--- src/rtl/cdma_pkg.sv ---
package cdma_pkg;

    typedef enum logic [1:0] {
        CH_IDLE = 2'd0,
        CH_BUSY = 2'd1,
        CH_DONE = 2'd2
    } chan_state_e;

    typedef struct packed {
        logic done;
        logic run;
        logic claim;
    } ctrl_t;

    typedef struct packed {
        logic       repeat_en;
        logic [3:0] wr_exp;
        logic [3:0] rd_exp;
    } cfg_t;

    typedef enum logic [1:0] {
        PH_CHK  = 2'd0,
        PH_RD   = 2'd1,
        PH_RWT  = 2'd2,
        PH_WR   = 2'd3
    } phase_e;

    localparam logic [2:0] OFS_CTRL   = 3'd0;
    localparam logic [2:0] OFS_CFG    = 3'd1;
    localparam logic [2:0] OFS_NBYTES = 3'd2;
    localparam logic [2:0] OFS_NDST   = 3'd3;
    localparam logic [2:0] OFS_NSRC   = 3'd4;
    localparam logic [2:0] OFS_XBYTES = 3'd5;
    localparam logic [2:0] OFS_XDST   = 3'd6;
    localparam logic [2:0] OFS_XSRC   = 3'd7;

    localparam cfg_t CFG_DEFAULT = '{repeat_en: 1'b0, wr_exp: 4'd6, rd_exp: 4'd6};

    function automatic logic [3:0] xfer_exp(cfg_t c, logic [3:0] cap);
        logic [3:0] m;
        m = (c.rd_exp < c.wr_exp) ? c.rd_exp : c.wr_exp;
        return (m > cap) ? cap : m;
    endfunction

endpackage

--- src/rtl/cdma_regs.sv ---
module cdma_regs
    import cdma_pkg::*;
#(
    parameter int AW = 16,
    parameter int CW = 16
) (
    input  logic          clk,
    input  logic          rst,
    input  logic          reg_we,
    input  logic [2:0]    reg_addr,
    input  logic [31:0]   reg_wdata,
    input  logic          busy,
    input  logic          fin,
    output ctrl_t         ctrl_q,
    output cfg_t          cfg_q,
    output logic [CW-1:0] nbytes_q,
    output logic [AW-1:0] ndst_q,
    output logic [AW-1:0] nsrc_q,
    output logic          start
);

    logic  wr_ctrl;
    logic  claim_edge;
    ctrl_t ctrl_in;

    assign wr_ctrl    = reg_we && (reg_addr == OFS_CTRL) && !busy;
    assign claim_edge = wr_ctrl && !ctrl_q.claim && reg_wdata[0];
    assign start      = wr_ctrl && ctrl_q.claim && reg_wdata[1];

    always_comb begin
        ctrl_in = ctrl_t'(reg_wdata[2:0]);
        if (!ctrl_q.claim) ctrl_in.run = 1'b0;
    end

    always_ff @(posedge clk) begin
        if (rst) begin
            ctrl_q <= '0;
        end else if (fin) begin
            ctrl_q.run  <= 1'b0;
            ctrl_q.done <= 1'b1;
        end else if (wr_ctrl) begin
            ctrl_q <= ctrl_in;
        end
    end

    always_ff @(posedge clk) begin
        if (rst || claim_edge) begin
            cfg_q    <= CFG_DEFAULT;
            nbytes_q <= '0;
            ndst_q   <= '0;
            nsrc_q   <= '0;
        end else if (reg_we && !busy) begin
            case (reg_addr)
                OFS_CFG:    cfg_q    <= cfg_t'(reg_wdata[8:0]);
                OFS_NBYTES: nbytes_q <= reg_wdata[CW-1:0];
                OFS_NDST:   ndst_q   <= reg_wdata[AW-1:0];
                OFS_NSRC:   nsrc_q   <= reg_wdata[AW-1:0];
                default: ;
            endcase
        end
    end

    a_r4_unclaimed_no_run: assert property (@(posedge clk) disable iff (rst)
        (reg_we && reg_addr == OFS_CTRL && !busy && !ctrl_q.claim) |=> !ctrl_q.run);

    a_r3_claim_resets_staged: assert property (@(posedge clk) disable iff (rst)
        claim_edge |=> (nbytes_q == '0 && ndst_q == '0 && nsrc_q == '0 && cfg_q == CFG_DEFAULT));

    a_r12_staged_frozen: assert property (@(posedge clk) disable iff (rst)
        (busy && $past(busy)) |-> ($stable(nbytes_q) && $stable(nsrc_q) && $stable(ndst_q) && $stable(cfg_q)));

endmodule

--- src/rtl/cdma_chunk_buf.sv ---
module cdma_chunk_buf #(
    parameter int DEPTH = 64,
    localparam int IW = (DEPTH > 1) ? $clog2(DEPTH) : 1
) (
    input  logic          clk,
    input  logic          we,
    input  logic [IW-1:0] widx,
    input  logic [7:0]    wdata,
    input  logic [IW-1:0] ridx,
    output logic [7:0]    rdata
);

    logic [7:0] store [DEPTH];

    always_ff @(posedge clk) begin
        if (we) store[widx] <= wdata;
    end

    assign rdata = store[ridx];

endmodule

--- src/rtl/cdma_engine.sv ---
module cdma_engine
    import cdma_pkg::*;
#(
    parameter int AW      = 16,
    parameter int CW      = 16,
    parameter int MAX_EXP = 6
) (
    input  logic          clk,
    input  logic          rst,
    input  logic          start,
    input  cfg_t          cfg,
    input  logic [CW-1:0] nbytes,
    input  logic [AW-1:0] ndst,
    input  logic [AW-1:0] nsrc,
    output logic          rd_req,
    output logic [AW-1:0] rd_addr,
    input  logic          rd_resp_valid,
    input  logic [7:0]    rd_resp_data,
    output logic          wr_req,
    output logic [AW-1:0] wr_addr,
    output logic [7:0]    wr_data,
    output logic          fin,
    output chan_state_e   state,
    output logic [CW-1:0] xbytes,
    output logic [AW-1:0] xdst,
    output logic [AW-1:0] xsrc
);

    localparam int BUF_D = 1 << MAX_EXP;
    localparam int LW    = MAX_EXP + 1;
    localparam int BIW   = (BUF_D > 1) ? $clog2(BUF_D) : 1;

    phase_e        phase;
    logic [LW-1:0] idx;
    logic [LW-1:0] chunk_q;
    logic [LW-1:0] chunk_n;
    logic [CW-1:0] tbytes;
    logic [3:0]    texp;
    logic          last_idx;
    logic          buf_we;

    assign texp     = xfer_exp(cfg, 4'(MAX_EXP));
    assign tbytes   = CW'(1) << texp;
    assign chunk_n  = (xbytes < tbytes) ? LW'(xbytes) : LW'(tbytes);
    assign last_idx = (idx == LW'(chunk_q - 1'b1));
    assign buf_we   = (state == CH_BUSY) && (phase == PH_RWT) && rd_resp_valid;

    assign fin      = (state == CH_BUSY) && (phase == PH_CHK) && (xbytes == '0);
    assign rd_req   = (state == CH_BUSY) && (phase == PH_RD);
    assign wr_req   = (state == CH_BUSY) && (phase == PH_WR);
    assign rd_addr  = xsrc + AW'(idx);
    assign wr_addr  = xdst + AW'(idx);

    cdma_chunk_buf #(.DEPTH(BUF_D)) u_buf (
        .clk   (clk),
        .we    (buf_we),
        .widx  (idx[BIW-1:0]),
        .wdata (rd_resp_data),
        .ridx  (idx[BIW-1:0]),
        .rdata (wr_data)
    );

    always_ff @(posedge clk) begin
        if (rst) begin
            state   <= CH_IDLE;
            phase   <= PH_CHK;
            idx     <= '0;
            chunk_q <= '0;
            xbytes  <= '0;
            xdst    <= '0;
            xsrc    <= '0;
        end else if (start) begin
            state  <= CH_BUSY;
            phase  <= PH_CHK;
            idx    <= '0;
            xbytes <= nbytes;
            xdst   <= ndst;
            xsrc   <= nsrc;
        end else if (state == CH_BUSY) begin
            case (phase)
                PH_CHK: begin
                    if (xbytes == '0) begin
                        state <= CH_DONE;
                        if (cfg.repeat_en) begin
                            xbytes <= nbytes;
                            xdst   <= ndst;
                            xsrc   <= nsrc;
                        end
                    end else begin
                        chunk_q <= chunk_n;
                        idx     <= '0;
                        phase   <= PH_RD;
                    end
                end
                PH_RD: phase <= PH_RWT;
                PH_RWT: begin
                    if (rd_resp_valid) begin
                        if (last_idx) begin
                            idx   <= '0;
                            phase <= PH_WR;
                        end else begin
                            idx   <= idx + 1'b1;
                            phase <= PH_RD;
                        end
                    end
                end
                PH_WR: begin
                    if (last_idx) begin
                        xsrc   <= xsrc + AW'(chunk_q);
                        xdst   <= xdst + AW'(chunk_q);
                        xbytes <= xbytes - CW'(chunk_q);
                        idx    <= '0;
                        phase  <= PH_CHK;
                    end else begin
                        idx <= idx + 1'b1;
                    end
                end
                default: phase <= PH_CHK;
            endcase
        end
    end

    a_r10_count_never_grows: assert property (@(posedge clk) disable iff (rst)
        (state == CH_BUSY && $past(state) == CH_BUSY) |-> (xbytes <= $past(xbytes)));

    a_r6_chunk_in_range: assert property (@(posedge clk) disable iff (rst)
        (state == CH_BUSY && phase != PH_CHK) |-> (chunk_q != '0 && CW'(chunk_q) <= tbytes));

    a_r7_write_inside_chunk: assert property (@(posedge clk) disable iff (rst)
        wr_req |-> ((wr_addr - xdst) < AW'(chunk_q)));

    a_r9_zero_count_finishes: assert property (@(posedge clk) disable iff (rst)
        (start && nbytes == '0) |=> (fin && !rd_req && !wr_req));

    a_r7_no_stray_response: assert property (@(posedge clk) disable iff (rst)
        rd_resp_valid |-> $past(rd_req));

endmodule

--- src/rtl/cdma_channel.sv ---
module cdma_channel
    import cdma_pkg::*;
#(
    parameter int AW      = 16,
    parameter int CW      = 16,
    parameter int MAX_EXP = 6
) (
    input  logic          clk,
    input  logic          rst,
    input  logic          reg_we,
    input  logic [2:0]    reg_addr,
    input  logic [31:0]   reg_wdata,
    output logic [31:0]   reg_rdata,
    output logic          rd_req,
    output logic [AW-1:0] rd_addr,
    input  logic          rd_resp_valid,
    input  logic [7:0]    rd_resp_data,
    output logic          wr_req,
    output logic [AW-1:0] wr_addr,
    output logic [7:0]    wr_data,
    output logic [1:0]    chan_state
);

    ctrl_t         ctrl_q;
    cfg_t          cfg_q;
    logic [CW-1:0] nbytes_q;
    logic [AW-1:0] ndst_q;
    logic [AW-1:0] nsrc_q;
    logic [CW-1:0] xbytes;
    logic [AW-1:0] xdst;
    logic [AW-1:0] xsrc;
    logic          start;
    logic          fin;
    logic          busy;
    chan_state_e   state;

    assign busy       = (state == CH_BUSY);
    assign chan_state = state;

    cdma_regs #(.AW(AW), .CW(CW)) u_regs (
        .clk       (clk),
        .rst       (rst),
        .reg_we    (reg_we),
        .reg_addr  (reg_addr),
        .reg_wdata (reg_wdata),
        .busy      (busy),
        .fin       (fin),
        .ctrl_q    (ctrl_q),
        .cfg_q     (cfg_q),
        .nbytes_q  (nbytes_q),
        .ndst_q    (ndst_q),
        .nsrc_q    (nsrc_q),
        .start     (start)
    );

    cdma_engine #(.AW(AW), .CW(CW), .MAX_EXP(MAX_EXP)) u_eng (
        .clk           (clk),
        .rst           (rst),
        .start         (start),
        .cfg           (cfg_q),
        .nbytes        (nbytes_q),
        .ndst          (ndst_q),
        .nsrc          (nsrc_q),
        .rd_req        (rd_req),
        .rd_addr       (rd_addr),
        .rd_resp_valid (rd_resp_valid),
        .rd_resp_data  (rd_resp_data),
        .wr_req        (wr_req),
        .wr_addr       (wr_addr),
        .wr_data       (wr_data),
        .fin           (fin),
        .state         (state),
        .xbytes        (xbytes),
        .xdst          (xdst),
        .xsrc          (xsrc)
    );

    always_comb begin
        case (reg_addr)
            OFS_CTRL:   reg_rdata = 32'(ctrl_q);
            OFS_CFG:    reg_rdata = 32'(cfg_q);
            OFS_NBYTES: reg_rdata = 32'(nbytes_q);
            OFS_NDST:   reg_rdata = 32'(ndst_q);
            OFS_NSRC:   reg_rdata = 32'(nsrc_q);
            OFS_XBYTES: reg_rdata = 32'(xbytes);
            OFS_XDST:   reg_rdata = 32'(xdst);
            default:    reg_rdata = 32'(xsrc);
        endcase
    end

    a_r10_fin_marks_done: assert property (@(posedge clk) disable iff (rst)
        fin |=> (ctrl_q.done && !ctrl_q.run && state == CH_DONE));

    a_r5_start_goes_busy: assert property (@(posedge clk) disable iff (rst)
        start |=> (state == CH_BUSY && ctrl_q.run));

    a_r7_one_access_per_cycle: assert property (@(posedge clk) disable iff (rst)
        !(rd_req && wr_req));

endmodule

--- config.mk ---
export PLATFORM = sky130hd
export DESIGN_NAME = cdma_channel
export DESIGN_NICKNAME = d
export VERILOG_FILES = /design/src/rtl/cdma_pkg.sv /design/src/rtl/cdma_regs.sv /design/src/rtl/cdma_chunk_buf.sv /design/src/rtl/cdma_engine.sv /design/src/rtl/cdma_channel.sv
export SDC_FILE = /design/constraint.sdc
export NUM_CORES = 1
export LEC_CHECK = 0
export ABC_AREA = 1
export BUFFER_PORTS_ARGS = -buffer_cell sky130_fd_sc_hd__buf_2
export CAP_MARGIN = 5
export CORE_ASPECT_RATIO = 1.2
export CORE_MARGIN = 1
export CORE_UTILIZATION = 60
export CTS_BUF_LIST = sky130_fd_sc_hd__clkbuf_4
export DETAILED_ROUTE_END_ITERATION = 6
export PLACE_DENSITY = 0.84
export SLEW_MARGIN = 5
export SYNTH_ARGS = -nofsm -noshare
export SYNTH_HDL_FRONTEND = slang
export SYNTH_SLANG_ARGS = --single-unit
--- constraint.sdc ---
create_clock -name clk -period 9.3 [get_ports clk]
set_clock_uncertainty 0.2 [all_clocks]
set_input_delay 1.395 -clock clk [delete_from_list [all_inputs] [get_ports clk]]
set_output_delay 1.395 -clock clk [all_outputs]
set_load 0.005 [all_outputs]
-- Word level (Yosys, flattened, before mapping)
Memory sizes are Yosys's and may differ from the RTL's. A register that Yosys moved wholly into a read port is not among the register bits.
Cells that the tools add are included.
- flip-flop bits (word level): 126
- input port bits: 47
- word-level logic and storage cells: 129
- memories: 1
- output and inout bits: 76
- memory bits (writable): 512
- memories (memory ; words ; bits a word ; read ports ; clocked after memory_dff ; wr ports ; line ; RTL):
    u_eng.u_buf.store ; 64 ; 8 ; 1 ; 1 ; 1 ; cdma_chunk_buf.sv:13 ; logic [7:0] store [DEPTH];
- bitwise gates (word level): 3
- multiplexer cells: 42
- shift-type cells: 1
- magnitude comparators: 3
- eq/ne operators: 17
- reduce and logical (&&, ||, !) cells: 38
- add/subtract/negate cells: 7
- operator list (cell ; count):
    $mux 16 ; 15
    $pmux 16 s7 ; 1
    $pmux 16 s2 ; 3
    $add 16x7->16 ; 4
    $mux 7 ; 4
    $pmux 7 s3 ; 1
    $logic_not 16->1 ; 1
    $lt 16x16->1 ; 1
    $shl 1x4->16 const A ; 1
    $sub 16x7->16 ; 1
    $logic_and 1x1->1 ; 13
    $mux 6 ; 2
    $reduce_and 4->1 ; 3
    $mux 2 ; 5
    $reduce_and 2->1 ; 5
    $eq 3x3->1 const B ; 3
    $mux 4 ; 2
    $pmux 2 s4 ; 1
    $reduce_bool 2->1 ; 4
    $add 7x1->7 const B ; 1
    $eq 7x7->1 ; 1
    $mux 1 ; 7
    $sub 7x1->7 const B ; 1
    $eq 3x2->1 const B ; 2
    other kinds (19) ; 29

-- Logic depth before layout (Yosys ltp)
- depth in word-level cells: 7
- gate-level depth with buffers: 25

-- By module
Synthesis repeated with hierarchy kept, for this count alone.
- cell total of the unflattened synthesis: 3200
- area total of the unflattened synthesis: 30578.1 um^2
- by module, submodules not included (module ; sequential area each (um^2) ; cells each ; instances ; area an instance (um^2)):
    cdma_chunk_buf ; 15374.7 ; 1797 ; 1 ; 21179.1
    cdma_engine ; 1321.3 ; 821 ; 1 ; 5693.0
    cdma_regs ; 1201.2 ; 338 ; 1 ; 2479.9
    cdma_channel ; 0.0 ; 244 ; 1 ; 1226.2

-- Worst setup path before layout
OpenSTA, ideal clock, no wires.
- path type: input -> output
- start point: input reg_addr[0]
- end point: output reg_rdata[5]
- arrival time: 2597 ps
- data required time: 7705 ps
- stages: 6
- setup slack: 5108 ps
- path buffers: 2
- cell sequence: buf_2 > inv_1 > nor3_1 > clkbuf_1 > nand2_1 > a41oi_1
- longest elaborated chain between the ends: 2
- elaborated cells between the ends (all ways): 8
- ends and longest elaborated chain (element ; line ; RTL):
    start, declared ; cdma_channel.sv:11 ; input logic [2:0] reg_addr,
    $eq 3x3->1, or another cell as far along ; cdma_channel.sv:79 ; case (reg_addr)
    $pmux 16 s7 (*) ; cdma_channel.sv:79 ;
    end, declared ; cdma_channel.sv:13 ; output logic [31:0] reg_rdata,
Mark *: on every way between the ends. The rest lies on a longest branch, timed or not.

==> results.md <==
- Drt wl/cell: 21.3 um
- I/O Pins: 123
- Row Count: 87
- Endpoints failing hold: 0
- Post-CTS setup buffer count: 0
- Slowest cell on the critical path: inv_2
- Die width: 203 um
- Bufs on Longest Clock Path: 3
- Post-synth EDFFs: 512
- Gr usage total: 31.1%
- GRT overflow: 0
- Die area: 49200 um^2
- Worst skew pair latency: 0.89 ns
- Final antenna-violating net count: 0
- Max stage delay on crit path: 0.80 ns
- Critical path arrival: 4.79 ns
- Setup TNS: 0 ns
- Placed insts: 3365
- Synth top cells by count: edfxtp_1 (512), nor2_1 (485), o21ai_0 (382)
- Leakage power: 11.2 nW
- WP buf/inv: 3
- Worst Tran Pin Value: 1.27 ns
- Synth cell types: 61
- Area leader, netlist: edfxtp_1
- Top delay family on crit path: buffers and inverters
- Final cell count without fillers: 3622
- PD cells: 175 nW/um^2
- Total chip power: 5.53 mW
- Netlist Area Pre-Place: 29000 um^2
- Initial Utilization: 61.2%
- Worst hold-check path type: reg -> reg
- Via count: 22900
- Status: finished clean
- Achievable frequency: 157 MHz
- Area growth syn-to-layout: 9.12%
- Worst vdd ir: 102 uV
- Global-route wire length before repair: 118 mm
- Max Cap Violations: 0
- Crit path capture type: primary output
- Fin. max-slew vios: 0
- Total number of yosys warnings: 0
- CP cell instances: inv_2 -> buf_4 -> o21ai_0 -> o22ai_1 -> o21ai_0 -> o32ai_1 -> o21ai_0 -> o21ai_1 -> buf_2
- Crit Path Class: reg -> out
- Num CTS Buffers: 150
- #FFs+latches synth: 644
- Synth Instances: 2787
- Largest net degree at the start of global routing: 221
- Cts hold-fix bufs: 0
- Top cells by area, synth: edfxtp_1 (53%), dfxtp_1 (9.1%), o21ai_0 (6.6%), nor2_1 (6.3%), o22ai_1 (3.4%)
- Met3 routed WL: 7.67 mm
- DRC errors left: 0
- Crit path max fanout: 72
- Most used cell, CP: o21ai_0
- Placer congestion estimate: 0.981
- Final worst path period share: 68.6%
- HPWL after detailed placement: 47.5 mm
- Post_cts resized: 0
- Nets: 3007
- Initial antenna violation count: 1
- TritonRoute pass-1 iters: 6
- Synth Flop Type: edfxtp_1
- Die H: 243 um
- H-tree depth: 4
- R2r startpoint: u_eng.phase[0]
- WP data required: 7.71 ns
- Wl on met1: 26.7 mm
- Tmin final: 6.38 ns
- Clk root buf: clkbuf_4
- Synthesized area per cell: 10.4 um^2
- Hold wc startpoint: u_regs.nbytes_q[4]
- WL final: 77.3 mm
- Synth top area share: 53.0%
- Layout cells sized above 1: 12.5%
- RSZ-0062 raised after global routing: no
- Metal2 WL: 38.0 mm
- Max transition margin: 15.1%
- Clk sinks: 644
- Seq/Total Area, Yosys: 62.1%
- Vias in the first global route: 22400
- CTS tree: done
- # setup viols final: 0
- Most common cell in the synthesized netlist: edfxtp_1
- Clock transition at the registers of the reported paths: 0.07 ns
- Drt initial violations: 2457
- Vias per inst: 6.33
- Asr flop ratio synth: 0%
- Std-Cell Core Area: 47400 um^2
- IO Port Bufs: 90
- Max Used Layer: met4
- CP startpoint kind: register
[cells by family (layout without fill, tap and decap cells)]
| group | after synthesis | after routing | share of synthesized area, % |
|---|---|---|---|
| and+or+nand+nor | 883 | 883 | 12.5 |
| AOI/OAI and AO/OA | 806 | 806 | 15.8 |
| DFF | 644 | 644 | 62.1 |
| buffers and inverters | 320 | 508 | 4.52 |
| adders and majority gates | 66 | 66 | 2.98 |
| xor gates and xnor gates | 60 | 60 | 1.81 |
| muxes | 6 | 6 | 0.207 |
| other | 2 | 26 | 0.0259 |
[layout make-up]
cell class              instances  area [um^2]
clock inverters                39          298
clock buffers                 217         1630
flip-flops and latches        644        18000
well taps                     623          779
inverters                     144          548
multi-input cells            1846         9760
diodes                          1         2.50
repair buffers                108          598
fillers                      3457        15700
[worst register-to-register path, stage by stage (launching register included)]
cell,delay (ns)
dfxtp_1,0.36
inv_1,0.14
ha_1,0.24
inv_1,0.08
nor3_1,0.71
nand4_1,0.94
nor2_1,1.02
[per-stage QoR]
stage | hold WS [ns] | instance area (um^2) | utilization, % | setup slack (ns)
2_1_floorplan | 0.240 | 29100 | - | 5.11
3_3_place_gp | 0.249 | 29700 | 62.7 | 4.07
3_5_place_dp | 0.253 | 29700 | 62.7 | 4.03
4_1_cts | 0.263 | 31600 | 66.8 | 3.09
5_1_grt | 0.273 | 31600 | 66.8 | 2.65
6_report | 0.265 | 31600 | 66.8 | 2.92
[report_power, final]
group	switching, mW	leakage, nW	total (mW)	internal, mW
clock	1.08	1.14	2.29	1.21
sequential	0.00509	5.67	3.11	3.11
combinational	0.102	4.42	0.128	0.0261
total	1.19	11.2	5.53	4.34
[sequential cells by signal, summed over array words and instances, names as in the netlist, named ones only]
register	cells
u_regs.ctrl_q	3
u_eng.chunk_q	7
u_eng.xsrc	16
u_regs.ndst_q	16
u_eng.phase	2
u_eng.xdst	16
u_regs.cfg_q	9
u_eng.xbytes	16
u_eng.idx	7
u_regs.nbytes_q	16
u_regs.nsrc_q	16
u_eng.u_buf.store	512
u_eng.state	2
[final timing paths]
path,endpoint,slack [ns],depth (start not counted)
setup / recovery,wr_data[0],2.92,9
hold reg to reg,u_regs.nbytes_q[4],0.26,2
setup reg to reg,u_eng.u_buf.store[24][0],5.28,6
hold / removal,u_regs.nbytes_q[4],0.26,2
[per-layer routing]
metal | global-route usage, % | vias up
li1 | - | 10300
met2 | 52.1 | 1562
met4 | 21.7 | 0
met3 | 5.28 | 370
met5 | 0 | -
met1 | 36.3 | 10700
[layout by cell type, fill, tap and decap left out, types with 14 or more instances in the layout]
cell      count
conb_1       25
xor2_1       51
nor2_1      485
a21oi_1     138
nand2_1     228
nand3_1     107
o22ai_1     158
nor3_1       18
o221ai_1     17
clkbuf_4    217
edfxtp_1    512
o21ai_0     382
ha_1         61
dfxtp_1     129
inv_1       130
clkinv_1     26
nand4_1      22
a221oi_1     14
o211ai_1     21
inv_2        15
buf_2        90
a211oi_1     22
buf_4        17
(Power assumes the default switching activity.)
